### src/rtl/offset_counter_pkg.sv
package offset_counter_pkg;
    typedef enum logic [1:0] {
        SEQ_PLAIN   = 2'b00,
        SEQ_START   = 2'b01,
        SEQ_END     = 2'b10,
        SEQ_PLAIN_B = 2'b11
    } seq_mode_e;

    typedef struct packed {
        logic clr;
        logic ld;
    } seq_cmd_t;
endpackage

### src/rtl/ctr_core.sv
module ctr_core #(
    parameter int W = 4
) (
    input  logic         clk,
    input  logic         rst_n,
    input  logic         clr,
    input  logic         ld,
    input  logic [W-1:0] ld_val,
    input  logic         en_p,
    input  logic         en_t,
    output logic [W-1:0] cnt,
    output logic         carry
);
    localparam logic [W-1:0] ALL_ONES = {W{1'b1}};
    localparam logic [W-1:0] ONE      = {{(W-1){1'b0}}, 1'b1};

    typedef struct packed {
        logic [W-1:0] cnt;
    } core_st_t;

    core_st_t st_d, st_q;

    always_comb begin
        st_d = st_q;
        if (clr) begin
            st_d.cnt = '0;
        end else if (ld) begin
            st_d.cnt = ld_val;
        end else if (en_p && en_t) begin
            st_d.cnt = st_q.cnt + ONE;
        end
    end

    always_ff @(posedge clk or negedge rst_n) begin
        if (!rst_n) begin
            st_q <= '0;
        end else begin
            st_q <= st_d;
        end
    end

    assign cnt   = st_q.cnt;
    assign carry = (st_q.cnt == ALL_ONES) && en_t;

    assert_clear_R4: assert property (@(posedge clk) disable iff (!rst_n)
        clr |=> (cnt == '0));

    assert_load_R5: assert property (@(posedge clk) disable iff (!rst_n)
        (!clr && ld) |=> (cnt == $past(ld_val)));

    assert_count_R2: assert property (@(posedge clk) disable iff (!rst_n)
        (!clr && !ld && en_p && en_t) |=> (cnt == $past(cnt) + ONE));

    assert_hold_R2: assert property (@(posedge clk) disable iff (!rst_n)
        (!clr && !ld && !(en_p && en_t)) |=> $stable(cnt));

    assert_carry_gate_R3: assert property (@(posedge clk) disable iff (!rst_n)
        !en_t |-> !carry);
endmodule

### src/rtl/seq_ctrl.sv
module seq_ctrl
    import offset_counter_pkg::*;
#(
    parameter int W = 4
) (
    input  logic [1:0]   mode,
    input  logic [W-1:0] cnt,
    input  logic         carry,
    input  logic         en_p,
    input  logic         en_t,
    input  logic [W-1:0] end_val,
    output seq_cmd_t     cmd
);
    seq_mode_e mode_sel;

    always_comb begin
        mode_sel = seq_mode_e'(mode);
        cmd      = '0;
        case (mode_sel)
            SEQ_START: cmd.ld  = carry && en_p;
            SEQ_END:   cmd.clr = (cnt == end_val) && en_p && en_t;
            default:   cmd     = '0;
        endcase
    end

    always_comb begin
        assert_cmd_exclusive_R6: assert (!(cmd.clr && cmd.ld));
    end
endmodule

### src/rtl/offset_counter.sv
module offset_counter
    import offset_counter_pkg::*;
#(
    parameter int W = 4
) (
    input  logic         clk,
    input  logic         rst_n,
    input  logic         clr_i,
    input  logic         ld_i,
    input  logic [W-1:0] ld_val_i,
    input  logic         cnt_en_i,
    input  logic         chain_en_i,
    input  logic [1:0]   mode_i,
    input  logic [W-1:0] start_val_i,
    input  logic [W-1:0] end_val_i,
    output logic [W-1:0] cnt_o,
    output logic         carry_o
);
    localparam logic [W-1:0] ALL_ONES = {W{1'b1}};

    seq_cmd_t     seq_cmd;
    logic         core_clr_d;
    logic         core_ld_d;
    logic [W-1:0] core_val_d;
    logic [W-1:0] cnt_w;
    logic         carry_w;

    seq_ctrl #(.W(W)) u_seq (
        .mode    (mode_i),
        .cnt     (cnt_w),
        .carry   (carry_w),
        .en_p    (cnt_en_i),
        .en_t    (chain_en_i),
        .end_val (end_val_i),
        .cmd     (seq_cmd)
    );

    always_comb begin
        core_clr_d = clr_i || seq_cmd.clr;
        core_ld_d  = ld_i || seq_cmd.ld;
        core_val_d = ld_i ? ld_val_i : start_val_i;
    end

    ctr_core #(.W(W)) u_core (
        .clk    (clk),
        .rst_n  (rst_n),
        .clr    (core_clr_d),
        .ld     (core_ld_d),
        .ld_val (core_val_d),
        .en_p   (cnt_en_i),
        .en_t   (chain_en_i),
        .cnt    (cnt_w),
        .carry  (carry_w)
    );

    assign cnt_o   = cnt_w;
    assign carry_o = carry_w;

    assert_start_reload_R6: assert property (@(posedge clk) disable iff (!rst_n)
        (mode_i == 2'b01 && carry_o && cnt_en_i && !clr_i && !ld_i)
        |=> (cnt_o == $past(start_val_i)));

    assert_end_clear_R7: assert property (@(posedge clk) disable iff (!rst_n)
        (mode_i == 2'b10 && cnt_o == end_val_i && cnt_en_i && chain_en_i)
        |=> (cnt_o == '0));

    assert_plain_wrap_R8: assert property (@(posedge clk) disable iff (!rst_n)
        ((mode_i == 2'b00 || mode_i == 2'b11) && cnt_o == ALL_ONES
         && cnt_en_i && chain_en_i && !clr_i && !ld_i)
        |=> (cnt_o == '0));
endmodule

### config.mk
export PLATFORM = sky130hd
export DESIGN_NAME = offset_counter
export DESIGN_NICKNAME = d
export VERILOG_FILES = /design/src/rtl/offset_counter_pkg.sv /design/src/rtl/ctr_core.sv /design/src/rtl/seq_ctrl.sv /design/src/rtl/offset_counter.sv
export SDC_FILE = /design/constraint.sdc
export NUM_CORES = 1
export LEC_CHECK = 0
export ABC_AREA = 1
export ABC_CLOCK_PERIOD_IN_PS = 1350
export BUFFER_PORTS_ARGS = -buffer_cell sky130_fd_sc_hd__buf_2
export CAP_MARGIN = 20
export CORE_MARGIN = 1
export CORE_UTILIZATION = 35
export CTS_BUF_LIST = sky130_fd_sc_hd__clkbuf_4
export DETAILED_ROUTE_END_ITERATION = 6
export GPL_TIMING_DRIVEN = 0
export PLACE_DENSITY_LB_ADDON = 0.1
export SYNTH_ARGS = -nofsm -noshare
export SYNTH_HDL_FRONTEND = slang
export SYNTH_SLANG_ARGS = --single-unit
### constraint.sdc
create_clock -name clk -period 1.35 [get_ports clk]
set_input_delay 0.27 -clock clk [delete_from_list [all_inputs] [get_ports clk]]
set_output_delay 0.27 -clock clk [all_outputs]
set_load 0.02 [all_outputs]
# Word level (Yosys, flattened, before mapping)
# Index checks and enable logic that the tools add are counted.
dict set report totals {
  reg_bits 4
  latchBits 0
  ram_bits 0
  rom_bits 0
  in_bits 20
  out_inout_bits 5
  elab_cells 20
  mem_count 0
}
dict set report classes {
  n_addsub 1
  mul 0
  div_mod_pow 0
  n_lt_le_gt_ge 0
  n_eq_ne 4
  n_shift 0
  mux 6
  bitwise_logic 0
  n_reduce_logical 8
}
# op count
set ops {}
lappend ops {{two-way mux 4 bit} 4}
lappend ops {{logical AND 1 bit} 5}
lappend ops {{adder 4 x 1 -> 4 bit (second input constant)} 1}
lappend ops {{== test 4 bit} 1}
lappend ops {{== test 4 bit (second input constant)} 1}
lappend ops {{nonzero test 3 bit} 1}
lappend ops {{== test 2 x 1 -> 1 bit (second input constant)} 1}
lappend ops {{== test 2 bit (second input constant)} 1}
lappend ops {{logical OR 1 bit} 2}
lappend ops {{two-way mux 1 bit} 2}

# Logic depth before layout (Yosys ltp)
# Gate-level depths: netlist of the first run.
dict set report logic_depth {
  depth_word 7
  depth_mapped 9
  mapped_depth_nobuf 9
}

# Cells and area by module
# From an unflattened synthesis of the first run, not the netlist that was laid out.
dict set report unflattened {
  hier_cells 83
  hier_area_um2 446.7
}
# mod n_inst cells_per_inst area_per_inst_um2 seq_area_each_um2
set modules_own_cells {}
lappend modules_own_cells {ctr_core 1 41 267.8 100.1}
lappend modules_own_cells {seq_ctrl 1 27 117.6 0.0}
lappend modules_own_cells {offset_counter 1 15 61.3 0.0}

# Least setup slack after synthesis of the first run
# Ideal clock, no wire load.
dict set report synth_path {
  kind {register to register}
  start {reg u_core.st_q (netlist bit u_core.cnt[0])}
  end {reg u_core.st_q (netlist bit u_core.cnt[2])}
  setup_time_ns 0.115
  arrival_ns 1.345
  t_required_ns 1.235
  slack_ns -0.111
  stages_incl_launch_ff 9
  path_buffers 0
  period_less_slack_ns 1.461
  cell_sequence {dfrtp_1 -> ha_1 -> nand2_2 -> nor2_4 -> nand2_4 -> nand2_4 -> nor2_1 -> nor2_1 -> nor2_1}
}
dict set report synth_between {
  elab_chain_len 7
  elab_cells_between_ends 15
  classes_between {add/sub (1); eq/ne (2); mux (5); reduce/logical (7)}
}
# item line_no
set synth_rtl {}
lappend synth_rtl {{from (decl)} ctr_core.sv:21} ;# core_st_t st_d, st_q;
lappend synth_rtl {{from (signal assigned)} ctr_core.sv:38} ;# st_q <= st_d;
lappend synth_rtl {{== test 4 bit (*)} ctr_core.sv:43} ;# assign carry = (st_q.cnt == ALL_ONES) && en_t;
lappend synth_rtl {{logical AND 1 bit (*)} ctr_core.sv:43}
lappend synth_rtl {{via carry_o} offset_counter.sv:17} ;# output logic carry_o
lappend synth_rtl {{logical AND 1 bit (*)} seq_ctrl.sv:20} ;# SEQ_START: cmd.ld = carry && en_p;
lappend synth_rtl {{two-way mux 1 bit (*)} seq_ctrl.sv:19} ;# case (mode_sel)
lappend synth_rtl {{logical OR 1 bit (*)} offset_counter.sv:40} ;# core_ld_d = ld_i || seq_cmd.ld;
lappend synth_rtl {{two-way mux 4 bit} ctr_core.sv:27} ;# end else if (ld) begin
lappend synth_rtl {{two-way mux 4 bit} ctr_core.sv:25} ;# if (clr) begin
# The timed path passes the listed nets; every way through them passes the cells marked *. The select of a mux whose other input is x is not followed.
# A chain may end at the register's enable or synchronous reset.

# Worst setup path after layout of the first run
dict set report layout_path {
  start {reg u_core.st_q (netlist bit u_core.cnt[0])}
  end {out carry_o}
}
dict set report layout_between {
  elab_chain_len 2
}
# item line_no
set layout_rtl {}
lappend layout_rtl {{== test 4 bit} ctr_core.sv:43}
lappend layout_rtl {{logical AND 1 bit} ctr_core.sv:43}
lappend layout_rtl {{to (decl)} offset_counter.sv:17}
# Every way passes these cells.

==> run_results.csv, run 1 <==
group,metric,value,unit
sta,post-route-period-util,0.980,
critical_path,r2r_slack,0.06,ns
final_layout,diodes,0,
global_route,gr-total-overflow,0,
clock_network,cts_buffers,3,
global_route,grt_pass1_vias,443,
clock_network,cts.sink_count,4,
yosys,yosys.area.top_type,"nand2_1",
critical_path,rr_endpoint,"u_core.cnt[2]",
sta,skew,0.00112,ns
placement,dp.cells,125,
detailed_routing,drtIter0Drc,11,
yosys,avgSynthCellArea,5.66,sq um
power_and_ir_drop,pwr-share-comb,0.386,
detailed_routing,drtAntennaViolNets,0,
clock_network,clk_pin_slew_worst_paths,0.04,ns
sta,tightest_slew,0.220,ns
yosys,yosysSeqAreaShare,0.206,
critical_path,required,1.08,ns
clock_network,clockBufferDepth,2,
final_layout,final_cells,134,
power_and_ir_drop,p_sw_frac,0.342,
critical_path,r2r-start,"u_core.cnt[0]",
power_and_ir_drop,power_switching,162,uW
critical_path,critPathKind,"flop to primary output",
power_and_ir_drop,fin_total_pwr,475,uW
detailed_routing,finalWirelength,1.25,mm
final_layout,largest_reg_flops,4,
power_and_ir_drop,p_leak,0.000442,uW
sta,hold_viol,0,
sta,timing.hold.ws,0.352,ns
yosys,synth.area.top_cells,"nand2_1, dfrtp_1, nor2_1, nand3_1, inv_1",
clock_network,clk_latency,0.23,ns
die,dieArea,1540,sq um
die,die_h,39.3,microns
hold_path,holdCritPathClass,"primary input to flop",
final_layout,fillers,149,
die,initial_core_util,0.374,
critical_path,worst-r2r-cell-count,10,
global_route,antenna_found_initial,0,
yosys,yosysWarningCount,0,
global_route,grt_max_degree,8,
yosys,synth_seq_cells,4,
sta,max_slew_margin,0.854,
final_layout,synthToLayoutAreaGrowth,50.9,%
final_layout,multi_input_area,355,sq um
critical_path,crit_start,"u_core.cnt[0]",
run,cap_violations,0,
placement,placed_area,631,sq um
die,io_pins,25,
placement,portBuffers,24,
clock_network,ctsRootBufferMaster,"clkbuf_4",
placement,gp_congestion,0.792,
power_and_ir_drop,vdd_drop_max,420,uV
clock_network,htree_num_levels,1,
die,fp-row-count,13,
detailed_routing,wire_per_inst,9.30,microns
sta,setup_slack,0.0269,ns
final_layout,register_area,104,sq um
sta,max_clock_freq,0.756,GHz
yosys,synth.top_cell.area_share,0.208,
die,die_w,39.3,microns
final_layout,layout-drive-gt1-share,0.395,
run_status,status,"finished clean",
power_and_ir_drop,p_seq_frac,0.313,
global_route,grt_usage,0.168,
final_layout,finish.instance_area,734,sq um
power_and_ir_drop,pwr-share-clk,0.302,
yosys,synthDistinctLibCells,17,
detailed_routing,dr_total_vias,583,
clock_network,cts_tree,"done",
detailed_routing,firstDrtPassIters,4,
die,core-area,1300,sq um
detailed_routing,via_per_inst,4.35,
critical_path,cp-end-kind,"primary output",
yosys,syn_area,487,sq um
sta,slew_viol_final,0,
placement,dp.final_hpwl,916,microns
critical_path,start_kind,"flop",
sta,setup_viol,0,
global_route,grt_pass1_wl,1.76,mm
placement,preCtsSetupSlack,0.0641,ns
power_and_ir_drop,p_int,313,uW
sta,rsz0062_at_grt,"yes",
power_and_ir_drop,p_per_area,647,nW/um^2
yosys,synth_nets,107,
sta,min_period,1.32,ns
critical_path,cp-endpoint,"carry_o",
critical_path,critPathArrivalTime,1.05,ns
detailed_routing,drcViolationCount,0,
final_layout,fin_nets,142,
critical_path,cp_max_fo,2,
yosys,syn_inst,86,
==> what timing repair did <==
item	CTS	global route
buffers inserted	4	1
hold buffers	1	0
endpoints found under the setup margin	1	4
pin swaps	2	5
resized for setup	2	7
endpoints found under the hold margin	4	0
==> kinds of logic after synthesis <==
group,after synthesis,synth area share
DFF,4,0.206
adders and majority gates,1,0.0257
and+or+nand+nor,61,0.578
xor gates and xnor gates,2,0.0360
buffers and inverters,15,0.116
AOI/OAI and AO/OA,3,0.0385
==> metrics by stage <==
step	util	setup TNS [ns]
2_1_floorplan	-	0
3_3_place_gp	0.485	0
3_5_place_dp	0.485	0
4_1_cts	0.542	0
5_1_grt	0.564	-0.0419
6_report	0.564	0
==> metal layers <==
metal,vias to the layer above,GRT usage,part of all wire
met3,0,0.0170,0.032
met1,241,0.212,0.47
li1,328,-,-
met4,0,0.0517,0
met5,-,0,0
met2,14,0.296,0.50
==> placed cells by master (no fill, tap or decap) <==
| master | instances |
|---|---|
| a21oi_1 | 1 |
| buf_6 | 2 |
| dfrtp_1 | 1 |
| inv_2 | 1 |
| or2_1 | 1 |
| nand3_1 | 11 |
| ha_4 | 1 |
| o21ai_0 | 1 |
| nand2_1 | 26 |
| a21oi_2 | 1 |
| nor2_4 | 2 |
| inv_1 | 14 |
| buf_4 | 4 |
| dfrtp_2 | 3 |
| dlygate4sd3_1 | 1 |
| clkbuf_4 | 3 |
| nand2_2 | 2 |
| xor2_1 | 1 |
| nand2_4 | 3 |
| buf_2 | 23 |
| nor2_1 | 13 |
| nor2_2 | 2 |
| xnor2_1 | 1 |
| nor3_1 | 1 |
==> synth_stat cells <==
| cell type | n |
|---|---|
| nand2_1 | 27 |
| nor2_4 | 2 |
| nor2_1 | 15 |
| a21oi_1 | 1 |
| dfrtp_1 | 4 |
| inv_1 | 14 |
| nand3_1 | 11 |
| xnor2_1 | 1 |
| nor3_1 | 1 |
| nand2_2 | 2 |
| o21ai_0 | 1 |
| inv_2 | 1 |
| nand2_4 | 2 |
| or2_1 | 1 |
| xor2_1 | 1 |
| ha_1 | 1 |
| a21oi_2 | 1 |
==> worst max-delay path, stage by stage (launching register included) <==
cell and delay (ns):
dfrtp_2 0.38, ha_4 0.15, nand2_4 0.05, nor2_4 0.11, buf_6 0.13
==> power by group through the flow <==
stage / registers, uW / logic, uW / clock network (uW)
finish: 148 / 183 / 143
global route: 149 / 205 / 162
CTS: 147 / 177 / 150
detailed placement: 150 / 159 / 0
global placement: 150 / 157 / 0
floorplan: 159 / 87.2 / 0
==> how the worst min path moves through the flow <==
stage	startpoint	endpoint	slack, ns	depth (start not counted)
CTS	clr_i	u_core.cnt[3]	0.34	4
detailed placement	rst_n	u_core.cnt[3]	0.07	1
finish	clr_i	u_core.cnt[3]	0.35	4
global route	clr_i	u_core.cnt[2]	0.37	4
global placement	rst_n	u_core.cnt[3]	0.08	1
floorplan	rst_n	u_core.cnt[0]	-0.03	0
==> cell type report <==
| class | instances | share of cell area |
|---|---|---|
| multi-input combinational | 67 | 0.484 |
| inverter | 15 | 0.0767 |
| clock buffer | 3 | 0.0307 |
| sequential | 4 | 0.141 |
| timing repair buffer | 30 | 0.242 |
| tap | 15 | 0.0256 |
Power figures use the tool's default switching activity.
==> run 2, diff against run 1 <==
--- a/config.mk
+++ b/config.mk
@@ -9,10 +9,10 @@
 export ABC_CLOCK_PERIOD_IN_PS = 1350
 export BUFFER_PORTS_ARGS = -buffer_cell sky130_fd_sc_hd__buf_2
 export CAP_MARGIN = 20
-export CORE_MARGIN = 1
-export CORE_UTILIZATION = 35
+export CORE_AREA = 2 2 39 41
 export CTS_BUF_LIST = sky130_fd_sc_hd__clkbuf_4
 export DETAILED_ROUTE_END_ITERATION = 6
+export DIE_AREA = 0 0 41 43
 export GPL_TIMING_DRIVEN = 0
 export PLACE_DENSITY_LB_ADDON = 0.1
 export SYNTH_ARGS = -nofsm -noshare
==> run 2 against run 1 <==
Routed wire length shrank 1.7%. Via count increased by 2.6%. Worst setup slack lost 0.0010 ns. Critical path type unchanged. Critical endpoint unchanged.
==> run_results.csv, run 2 (same netlist as run 1, synthesis figures left out) <==
group,metric,value,unit
sta,max_clock_freq,0.755,GHz
detailed_routing,via_per_inst,4.43,
sta,hold_viol,0,
final_layout,layout-drive-gt1-share,0.378,
final_layout,layout_commonest_cell,"nand2_1",
placement,portBuffers,24,
critical_path,worst-r2r-cell-count,10,
sta,setup_viol,0,
critical_path,critPathKind,"flop to primary output",
clock_network,htree_num_levels,1,
global_route,antenna_found_initial,0,
detailed_routing,firstDrtPassIters,4,
hold_path,whs_path_depth,4,
power_and_ir_drop,power_switching,161,uW
placement,gp_congestion,0.763,
clock_network,clk_latency,0.23,ns
die,io_pins,25,
clock_network,cts_tree,"done",
critical_path,r2r_slack,0.03,ns
final_layout,fillers,164,
global_route,grt_max_degree,8,
critical_path,cp_max_fo,3,
die,die_w,41,microns
die,core-area,1380,sq um
clock_network,cts_buffers,3,
critical_path,required,1.08,ns
critical_path,cp-endpoint,"carry_o",
final_layout,final_cell_mix,"nand2_1, buf_2, inv_1, nor2_1, nand3_1",
power_and_ir_drop,p_per_area,691,nW/um^2
sta,rsz0062_at_grt,"yes",
critical_path,rr_endpoint,"u_core.cnt[2]",
detailed_routing,dr_total_vias,598,
global_route,grt_usage,0.159,
critical_path,crit_start,"u_core.cnt[0]",
sta,post-route-period-util,0.981,
power_and_ir_drop,p_int,342,uW
die,dieArea,1760,sq um
power_and_ir_drop,p_sw_frac,0.321,
detailed_routing,finalWirelength,1.23,mm
clock_network,clk_pin_slew_worst_paths,0.04,ns
sta,skew,0.00396,ns
sta,max_slew_margin,0.822,
final_layout,fin_nets,141,
final_layout,utilization,0.526,
critical_path,r2r-start,"u_core.cnt[0]",
clock_network,cts.sink_count,4,
die,fp-row-count,14,
power_and_ir_drop,p_leak,0.000443,uW
die,initial_core_util,0.352,
sta,slew_viol_final,0,
power_and_ir_drop,pwr-share-clk,0.351,
placement,dp.final_hpwl,932,microns
critical_path,start_kind,"flop",
global_route,grt_pass1_wl,1.93,mm
final_layout,diodes,0,
detailed_routing,drcViolationCount,0,
die,die_h,43,microns
final_layout,synthToLayoutAreaGrowth,49.6,%
power_and_ir_drop,pwr-share-comb,0.355,
global_route,grt_pass1_vias,519,
detailed_routing,drtIter0Drc,6,
power_and_ir_drop,p_seq_frac,0.294,
global_route,gr-total-overflow,0,
critical_path,critPathArrivalTime,1.05,ns
detailed_routing,drtAntennaViolNets,0,
critical_path,cp-end-kind,"primary output",
run_status,status,"finished clean",
clock_network,clockBufferDepth,2,
detailed_routing,wire_per_inst,9.07,microns
sta,min_period,1.32,ns
power_and_ir_drop,vdd_drop_max,653,uV
run,cap_violations,0,
clock_network,ctsRootBufferMaster,"clkbuf_4",
final_layout,largest_reg_flops,4,
sta,timing.hold.ws,0.339,ns
hold_path,holdCritPathClass,"primary input to flop",
sta,tightest_slew,0.267,ns
-- run 2: changes by cell type in the layout (fill, tap and decap cells not counted) --
cell / previous run / this run
nor2_1: 13 / 14
dfrtp_1: 1 / 2
nor2_2: 2 / 1
clkbuf_4: 3 / 4
dfrtp_2: 3 / 2
buf_6: 2 / 1
-- run 2: how the worst min path moves through the flow --
stage          start            end  slack, ns
3_5_place_dp   rst_n  u_core.cnt[2]       0.08
6_report       clr_i  u_core.cnt[3]       0.34
3_3_place_gp   rst_n  u_core.cnt[3]       0.07
2_1_floorplan  rst_n  u_core.cnt[0]      -0.03
5_1_grt        clr_i  u_core.cnt[2]       0.37
4_1_cts        clr_i  u_core.cnt[3]       0.34
-- run 2: power by group through the flow --
stage | Clock [uW] | Combinational, uW | Sequential [uW]
after global placement | 0 | 157 | 151
final | 177 | 179 | 148
after floorplan | 0 | 87.2 | 159
after CTS | 183 | 179 | 148
after detailed placement | 0 | 159 | 150
after global routing | 193 | 206 | 149
-- run 2: repair_timing --
action | CTS | global route
gates resized for setup | 4 | 2
pin swaps | 4 | 3
hold endpoints to repair | 4 | 0
buffers inserted | 4 | 0
hold buffers | 1 | 0
endpoints found under the setup margin | 1 | 5
-- run 2: worst max-delay path: stages, from the launching register on --
cell	delay (ns)
dfrtp_2	0.38
ha_4	0.15
nand2_4	0.05
nor2_4	0.11
buf_6	0.13
-- run 2: per-layer routing --
layer | share of wire | vias to the layer above | global-route usage
li1 | - | 327 | -
met1 | 0.41 | 256 | 0.200
met2 | 0.54 | 15 | 0.272
met3 | 0.054 | 0 | 0.0157
met4 | 0 | 0 | 0.0400
met5 | 0 | - | 0
-- run 2: cell type report --
type / instances / area [sq um] / area share
Sequential cell: 4 / 103 / 0.141
Clock buffer: 4 / 30.0 / 0.0412
Tap cell: 16 / 20.0 / 0.0275
Timing Repair Buffer: 29 / 166 / 0.229
Inverter: 15 / 56.3 / 0.0773
Multi-Input combinational cell: 67 / 353 / 0.485
-- run 2: per-stage QoR --
stage | area [sq um] | setup TNS, ns | total power [uW] | cells | setup slack, ns
2_1_floorplan | 492 | 0 | 246 | 86 | 0.00446
3_3_place_gp | 632 | 0 | 308 | 126 | 0.0565
3_5_place_dp | 632 | 0 | 310 | 126 | 0.0601
4_1_cts | 723 | -0.00959 | 510 | 135 | -0.00870
5_1_grt | 728 | -0.0789 | 547 | 135 | -0.0308
6_report | 728 | 0 | 503 | 135 | 0.0259
